### src/rtl/cop_link_pkg.sv
package cop_link_pkg;

    localparam int LINK_OPC_W = 20;
    localparam int LINK_DW    = 32;
    localparam int CLS_W      = 2;

    typedef enum logic [CLS_W-1:0] {
        CLS_DATA = 2'b00,
        CLS_WR   = 2'b01,
        CLS_RD   = 2'b10,
        CLS_RSV  = 2'b11
    } op_cls_e;

    // Command class lives in the top bits of the opcode field.
    function automatic op_cls_e op_class(input logic [CLS_W-1:0] top_bits);
        return op_cls_e'(top_bits);
    endfunction

endpackage

### src/rtl/cop_hold_merge.sv
module cop_hold_merge #(
    parameter int NCOP = 2
) (
    input  logic [NCOP-1:0] c_hold_n,
    output logic            hold_n
);
    // Any coprocessor pulling its hold low freezes the host.
    assign hold_n = &c_hold_n;
endmodule

### src/rtl/cop_route.sv
module cop_route
    import cop_link_pkg::*;
#(
    parameter int NCOP  = 2,
    parameter int SEL_W = 1,
    parameter int OPC_W = 20,
    parameter int DW    = 32
) (
    input  logic             h_valid,
    input  logic [SEL_W-1:0] h_sel,
    input  logic [OPC_W-1:0] h_opc,
    input  logic [DW-1:0]    h_wdata,
    input  logic             go,
    output logic [NCOP-1:0]  c_valid,
    output logic [OPC_W-1:0] c_opc,
    output logic [DW-1:0]    c_wdata,
    output logic             rd_issue
);
    logic    accept;
    op_cls_e cls;

    assign accept = h_valid && go;
    assign cls    = op_class(h_opc[OPC_W-1 -: CLS_W]);

    // Opcode and write word reach every unit in the issue cycle.
    assign c_opc   = h_opc;
    assign c_wdata = h_wdata;

    for (genvar i = 0; i < NCOP; i++) begin : g_strobe
        assign c_valid[i] = accept && (h_sel == SEL_W'(i));
    end

    assign rd_issue = accept && (cls == CLS_RD);
endmodule

### src/rtl/cop_rd_track.sv
module cop_rd_track #(
    parameter int NCOP  = 2,
    parameter int SEL_W = 1,
    parameter int DW    = 32
) (
    input  logic             clk,
    input  logic             rst,
    input  logic             rd_issue,
    input  logic [SEL_W-1:0] issue_sel,
    input  logic             hold_n,
    input  logic [NCOP*DW-1:0] c_rdata,
    output logic             h_rvalid,
    output logic [DW-1:0]    h_rdata
);
    logic             pend_v;
    logic [SEL_W-1:0] pend_sel;

    // Frozen while any hold is low; otherwise retire and refill in one step.
    always_ff @(posedge clk) begin
        if (rst) begin
            pend_v   <= 1'b0;
            pend_sel <= '0;
        end else if (hold_n) begin
            pend_v   <= rd_issue;
            pend_sel <= issue_sel;
        end
    end

    always_comb begin
        h_rdata = '0;
        for (int i = 0; i < NCOP; i++) begin
            if (pend_v && (pend_sel == SEL_W'(i)))
                h_rdata = c_rdata[i*DW +: DW];
        end
    end

    assign h_rvalid = pend_v && hold_n;


    read_recorded_chk: assert property (@(posedge clk) disable iff (rst)
        rd_issue |=> pend_v);


    stall_keeps_target_chk: assert property (@(posedge clk) disable iff (rst)
        (pend_v && !hold_n) |=> (pend_v && $stable(pend_sel)));


    no_phantom_read_chk: assert property (@(posedge clk) disable iff (rst)
        (hold_n && !rd_issue) |=> !h_rvalid);
endmodule

### src/rtl/cop_link.sv
module cop_link
    import cop_link_pkg::*;
#(
    parameter int NCOP  = 2,
    parameter int OPC_W = LINK_OPC_W,
    parameter int DW    = LINK_DW,
    localparam int SEL_W = (NCOP > 1) ? $clog2(NCOP) : 1
) (
    input  logic               clk,
    input  logic               rst,
    input  logic               h_valid,
    input  logic [SEL_W-1:0]   h_sel,
    input  logic [OPC_W-1:0]   h_opc,
    input  logic [DW-1:0]      h_wdata,
    output logic               h_hold_n,
    output logic               h_rvalid,
    output logic [DW-1:0]      h_rdata,
    output logic [NCOP-1:0]    c_valid,
    output logic [OPC_W-1:0]   c_opc,
    output logic [DW-1:0]      c_wdata,
    input  logic [NCOP-1:0]    c_hold_n,
    input  logic [NCOP*DW-1:0] c_rdata
);
    logic rd_issue;

    cop_hold_merge #(.NCOP(NCOP)) u_merge (
        .c_hold_n (c_hold_n),
        .hold_n   (h_hold_n)
    );

    cop_route #(.NCOP(NCOP), .SEL_W(SEL_W), .OPC_W(OPC_W), .DW(DW)) u_route (
        .h_valid  (h_valid),
        .h_sel    (h_sel),
        .h_opc    (h_opc),
        .h_wdata  (h_wdata),
        .go       (h_hold_n),
        .c_valid  (c_valid),
        .c_opc    (c_opc),
        .c_wdata  (c_wdata),
        .rd_issue (rd_issue)
    );

    cop_rd_track #(.NCOP(NCOP), .SEL_W(SEL_W), .DW(DW)) u_track (
        .clk       (clk),
        .rst       (rst),
        .rd_issue  (rd_issue),
        .issue_sel (h_sel),
        .hold_n    (h_hold_n),
        .c_rdata   (c_rdata),
        .h_rvalid  (h_rvalid),
        .h_rdata   (h_rdata)
    );


    single_target_chk: assert property (@(posedge clk) disable iff (rst)
        $onehot0(c_valid));


    frozen_no_issue_chk: assert property (@(posedge clk) disable iff (rst)
        !h_hold_n |-> (c_valid == '0));
endmodule

### config.mk
export PLATFORM = sky130hd
export DESIGN_NAME = cop_link
export DESIGN_NICKNAME = d
export VERILOG_FILES = /design/src/rtl/cop_link_pkg.sv /design/src/rtl/cop_hold_merge.sv /design/src/rtl/cop_route.sv /design/src/rtl/cop_rd_track.sv /design/src/rtl/cop_link.sv
export SDC_FILE = /design/constraint.sdc
export NUM_CORES = 1
export LEC_CHECK = 0
export CAP_MARGIN = 20
export CORE_AREA = 2 2 82 84
export DETAILED_ROUTE_END_ITERATION = 10
export DIE_AREA = 0 0 84 86
export PLACE_DENSITY_LB_ADDON = 0.2
export SYNTH_ARGS = -nofsm -noshare
export SYNTH_HDL_FRONTEND = slang
export SYNTH_SLANG_ARGS = --single-unit
### constraint.sdc
create_clock -name clk -period 1.3 [get_ports clk]
set_clock_uncertainty 0.05 [all_clocks]
set_input_delay 0.195 -clock clk [delete_from_list [all_inputs] [get_ports clk]]
set_output_delay 0.195 -clock clk [all_outputs]
set_load 0.02 [all_outputs]
=== After elaboration in Yosys (flattened, before gate mapping) ===
Index checks and enable logic that the tools add are counted.

* Register bits after elaboration: 2
* Input port bits: 122
* Output and inout port bits: 88
* Logic and storage cells: 15

* Equality and inequality tests: 1
* Muxes and demuxes: 2
* Bitwise gates (word level): 2
* Reduce and logical (&&, ||, !) cells: 8

{| class="wikitable"
|+ Operator list
! kind !! count
|-
| 2-to-1 mux 32 bit || 2
|-
| logical AND 1 bit || 7
|-
| == test 2 bit (second input constant) || 1
|-
| NOT 1 bit || 2
|-
| AND reduction 2 bit || 1
|}

=== Logic depth before layout (Yosys ltp) ===
Gate-level depths: netlist of the first run.

* Depth after elaboration: 4
* Depth in mapped cells: 4
* Mapped depth without buffers: 2

=== Modules after synthesis ===
A second synthesis of the first run with hierarchy kept.

* Cell total of the unflattened synthesis: 134
* Area, all modules: 1101.1 um^2

{| class="wikitable"
|+ By module, submodules not included
! module !! instances !! cells an instance !! area each (um^2) !! sequential area each (um^2)
|-
| cop_rd_track || 1 || 78 || 676.9 || 40.0
|-
| cop_route || 1 || 55 || 417.9 || 0.0
|-
| cop_hold_merge || 1 || 1 || 6.3 || 0.0
|}

=== Least setup slack after synthesis of the first run ===
OpenSTA, ideal clock, no wires.

* Kind: register to output
* Start: reg u_track.pend_sel
* End: out h_rdata[0]
* Arrival time: 992 ps
* Required time: 1055 ps
* Slack: 63 ps
* Cell stages (with the launch flop): 5
* Path buffers: 2
* Cells stage by stage: dfxtp_1 -> buf_6 -> buf_6 -> mux2i_1 -> nor2b_1

* Word-level cells in the longest chain between the ends: 4
* Elaborated cells between the ends (all ways): 5
* Those cells by class: mux: 2; bitwise: 1; reduce/logical: 2

{| class="wikitable"
|+ RTL lines
! item !! line !! text
|-
| start, declared || cop_rd_track.sv:16 || <nowiki>logic [SEL_W-1:0] pend_sel;</nowiki>
|-
| start signal, assigned || cop_rd_track.sv:25 || <nowiki>pend_sel <= issue_sel;</nowiki>
|-
| NOT 1 bit || cop_rd_track.sv:32 || <nowiki>if (pend_v && (pend_sel == SEL_W'(i)))</nowiki>
|-
| logical AND 1 bit || cop_rd_track.sv:32 ||
|-
| 2-to-1 mux 32 bit || cop_rd_track.sv:32 ||
|-
| 2-to-1 mux 32 bit * || cop_rd_track.sv:32 ||
|-
| end, declared || cop_link.sv:17 || <nowiki>output logic [DW-1:0] h_rdata,</nowiki>
|}

Every way passes the cells marked *; elsewhere a longest branch is shown, timed or not.

=== Final worst setup path of the first run ===
* Start: reg u_track.pend_sel
* End: out h_rdata[10]

Same word-level chain as after synthesis.

==> results of run 1 <==
## flip-flops by register name, summed over array words and instances, names as in the netlist
register,cells
u_track.pend_v,1
u_track.pend_sel,1
## worst max-delay path, cell delays in order, from the launching register on
cell and delay [ns]:
dfxtp_4 0.37, buf_12 0.12, buf_8 0.13, mux2i_1 0.19
nor2b_1 0.06, buf_4 0.15
## worst paths after layout
path	start	to	slack, ns	depth (start not counted)
max	u_track.pend_sel	h_rdata[10]	-0.18	5
min	h_opc[2]	c_opc[2]	0.34	0
max reg2reg	u_track.pend_sel	u_track.pend_sel	0.24	4
min reg2reg	u_track.pend_v	u_track.pend_v	0.65	3
## synthesized netlist by cell type, drive strengths merged
cell type  instances
nand3              2
nor2b             32
nand4bb            1
nor2               1
dfxtp              2
and2               1
buf               56
mux2i             33
and3               2
nand2b             1
a21bo              1
a21oi              1
clkbuf             3
## power by group through the flow
| stage | Combinational [µW] | Clock (µW) | Sequential (µW) |
|---|---|---|---|
| after global placement | 407 | 0 | 67.9 |
| after detailed placement | 410 | 0 | 68.0 |
| final | 420 | 239 | 65.1 |
| after global routing | 453 | 249 | 65.7 |
| after CTS | 435 | 253 | 66.8 |
| after floorplan | 361 | 0 | 65.7 |
## logic make-up after synthesis
group                  Yosys count
AO/OA/AOI/OAI                    2
AND/OR/NAND/NOR                 40
multiplexers                    33
buffers and inverters           59
flip-flops                       2
## cell type report
cell class | count | area (µm²)
repair buffers | 126 | 1160
fillers | 715 | 4320
well taps | 77 | 96.3
multi-input cells | 75 | 612
flip-flops and latches | 2 | 47.5
clock buffers | 3 | 41.3
## timing repair
item | 4_1_cts | 5_1_grt
gates cloned | 2 | 1
resized for setup | 174 | 13
setup buffers | 3 | 0
setup endpoints to repair | 38 | 35
endpoints found under the hold margin | 0 | 0
## stage by stage
step	setup slack (ns)	area (µm²)
detailed placement	-0.579	1950
global placement	-0.561	1950
CTS	-0.198	1970
finish	-0.179	1960
global route	-0.248	1960
floorplan	0.0634	1090
## layer usage
layer,GRT usage (%),wire length [µm]
met5,0,0
met4,4.11,72
met3,3.08,440
met2,17.8,2030
met1,9.44,1300
==> out/results.txt, run 1 <==
Finished Layout Cells: 283
RSZ-0062 raised after global routing: true
mux share of post-synthesis cell area: 30.2%
leading area contributor after synthesis: buf_4
PD cells: 370 mW/mm²
worst slew pin tran: 0.207 ns
clk_lat worst skew: 0.21 ns
placed cells: 276
Core Util, Final: 31.2%
pin count of the biggest net entering global routing: 20
Post-Syn Area: 0.00109 mm²
Total Power: 725 µW
DP HPWL: 3020 µm
syn_area_per_cell: 8.05 µm²
Leak Pwr: 0.000823 µW
layout cells sized above 1: 29.1%
Max Cap Viol: 0
Required @ worst endpoint: 1.05 ns
main combinational cell family by area after synthesis: buffers and inverters
TritonCTS buffer count: 3
period utilization: 114%
post-synthesis adder-cell area fraction: 0%
Hold WS: 0.340 ns
most frequent cells in the layout: 68 x clkdlybuf4s50_1, 32 x mux2i_1, 32 x nor2b_1
HP Class: in2out
first-pass GRT wire length: 5460 µm
Synth Area in Compound Gates: 1.71%
commonest non-fill, non-tap cell in the layout: clkdlybuf4s50_1
CTS tree: done
setup_tns: -4.33 ns
routed wire length: 3840 µm
final worst slack: -0.179 ns
peak supply drop: 0.213 mV
Fmax: 676 MHz
IO Port Bufs: 109
Worst slew margin: 86.3%
CTS root buf: clkbuf_8
Crit Path Class: reg2out
DR WL/cell: 13.6 µm
Seq/Total Area, Yosys: 3.66%
Layout area overhead: 78.7%
die area: 0.00722 mm²
Int Pwr: 554 µW
failing checks: negative setup slack
critical path peak fanout: 7
CP Launch Type: flip-flop
CTS Hold Bufs: 0
clock slew at reported path FFs: 0.03 ns
synthesized flop and latch total: 2
H-tree Lvls: 1
I/O pins: 210
crit end category: primary output
Synth Area in XOR/XNOR: 0%
sequential group share of total power: 9.0%
Min Clock Period, post-route: 1.48 ns
chip width: 84 µm
clock sink count: 2
grt ovf: 0
post-synth net total: 258
Synth warnings: 0
Iteration-0 DRC Markers: 5
switch share: 23.6%
final hold violations: 0
Logic pwr share: 58.0%
Switch Pwr: 171 µW
Placer Congestion: 0.699
outcome: finished, violations left
synth unique cells: 15
final setup vio count: 32
Max clock buf depth: 2
Core Area: 0.00628 mm²
total track usage: 9.43%
top cell type's share of synthesized area: 35.7%
Die H: 86 µm
Synth Instances: 136
number of nets in the layout: 330
max-slew violation count: 0
top area cells in the synthesized netlist: buf_4 36%, mux2i_1 30%, nor2b_1 18%
Pre-antenna DRT Iters: 2
vias per cell: 3.89
row count: 29
vias in the first global route: 1,078
Worst EP arrival: 1.23 ns
diode count: 0
Clock Power Share: 33.0%
initial antenna violation count: 0
vias after detailed routing: 1,101
simple-gate share of the synthesized area: 22.9%
residual DRC count: 0
Final ANT Viol Nets: 0
Starting Density: 17.4%
Note: power is estimated with default switching activity, not from simulation.
==> run 2: changes to the inputs <==
SLEW_MARGIN = 10   (was not set)
==> results of run 2 <==
Final layout, timing and power as in run 1 (identical DEF).
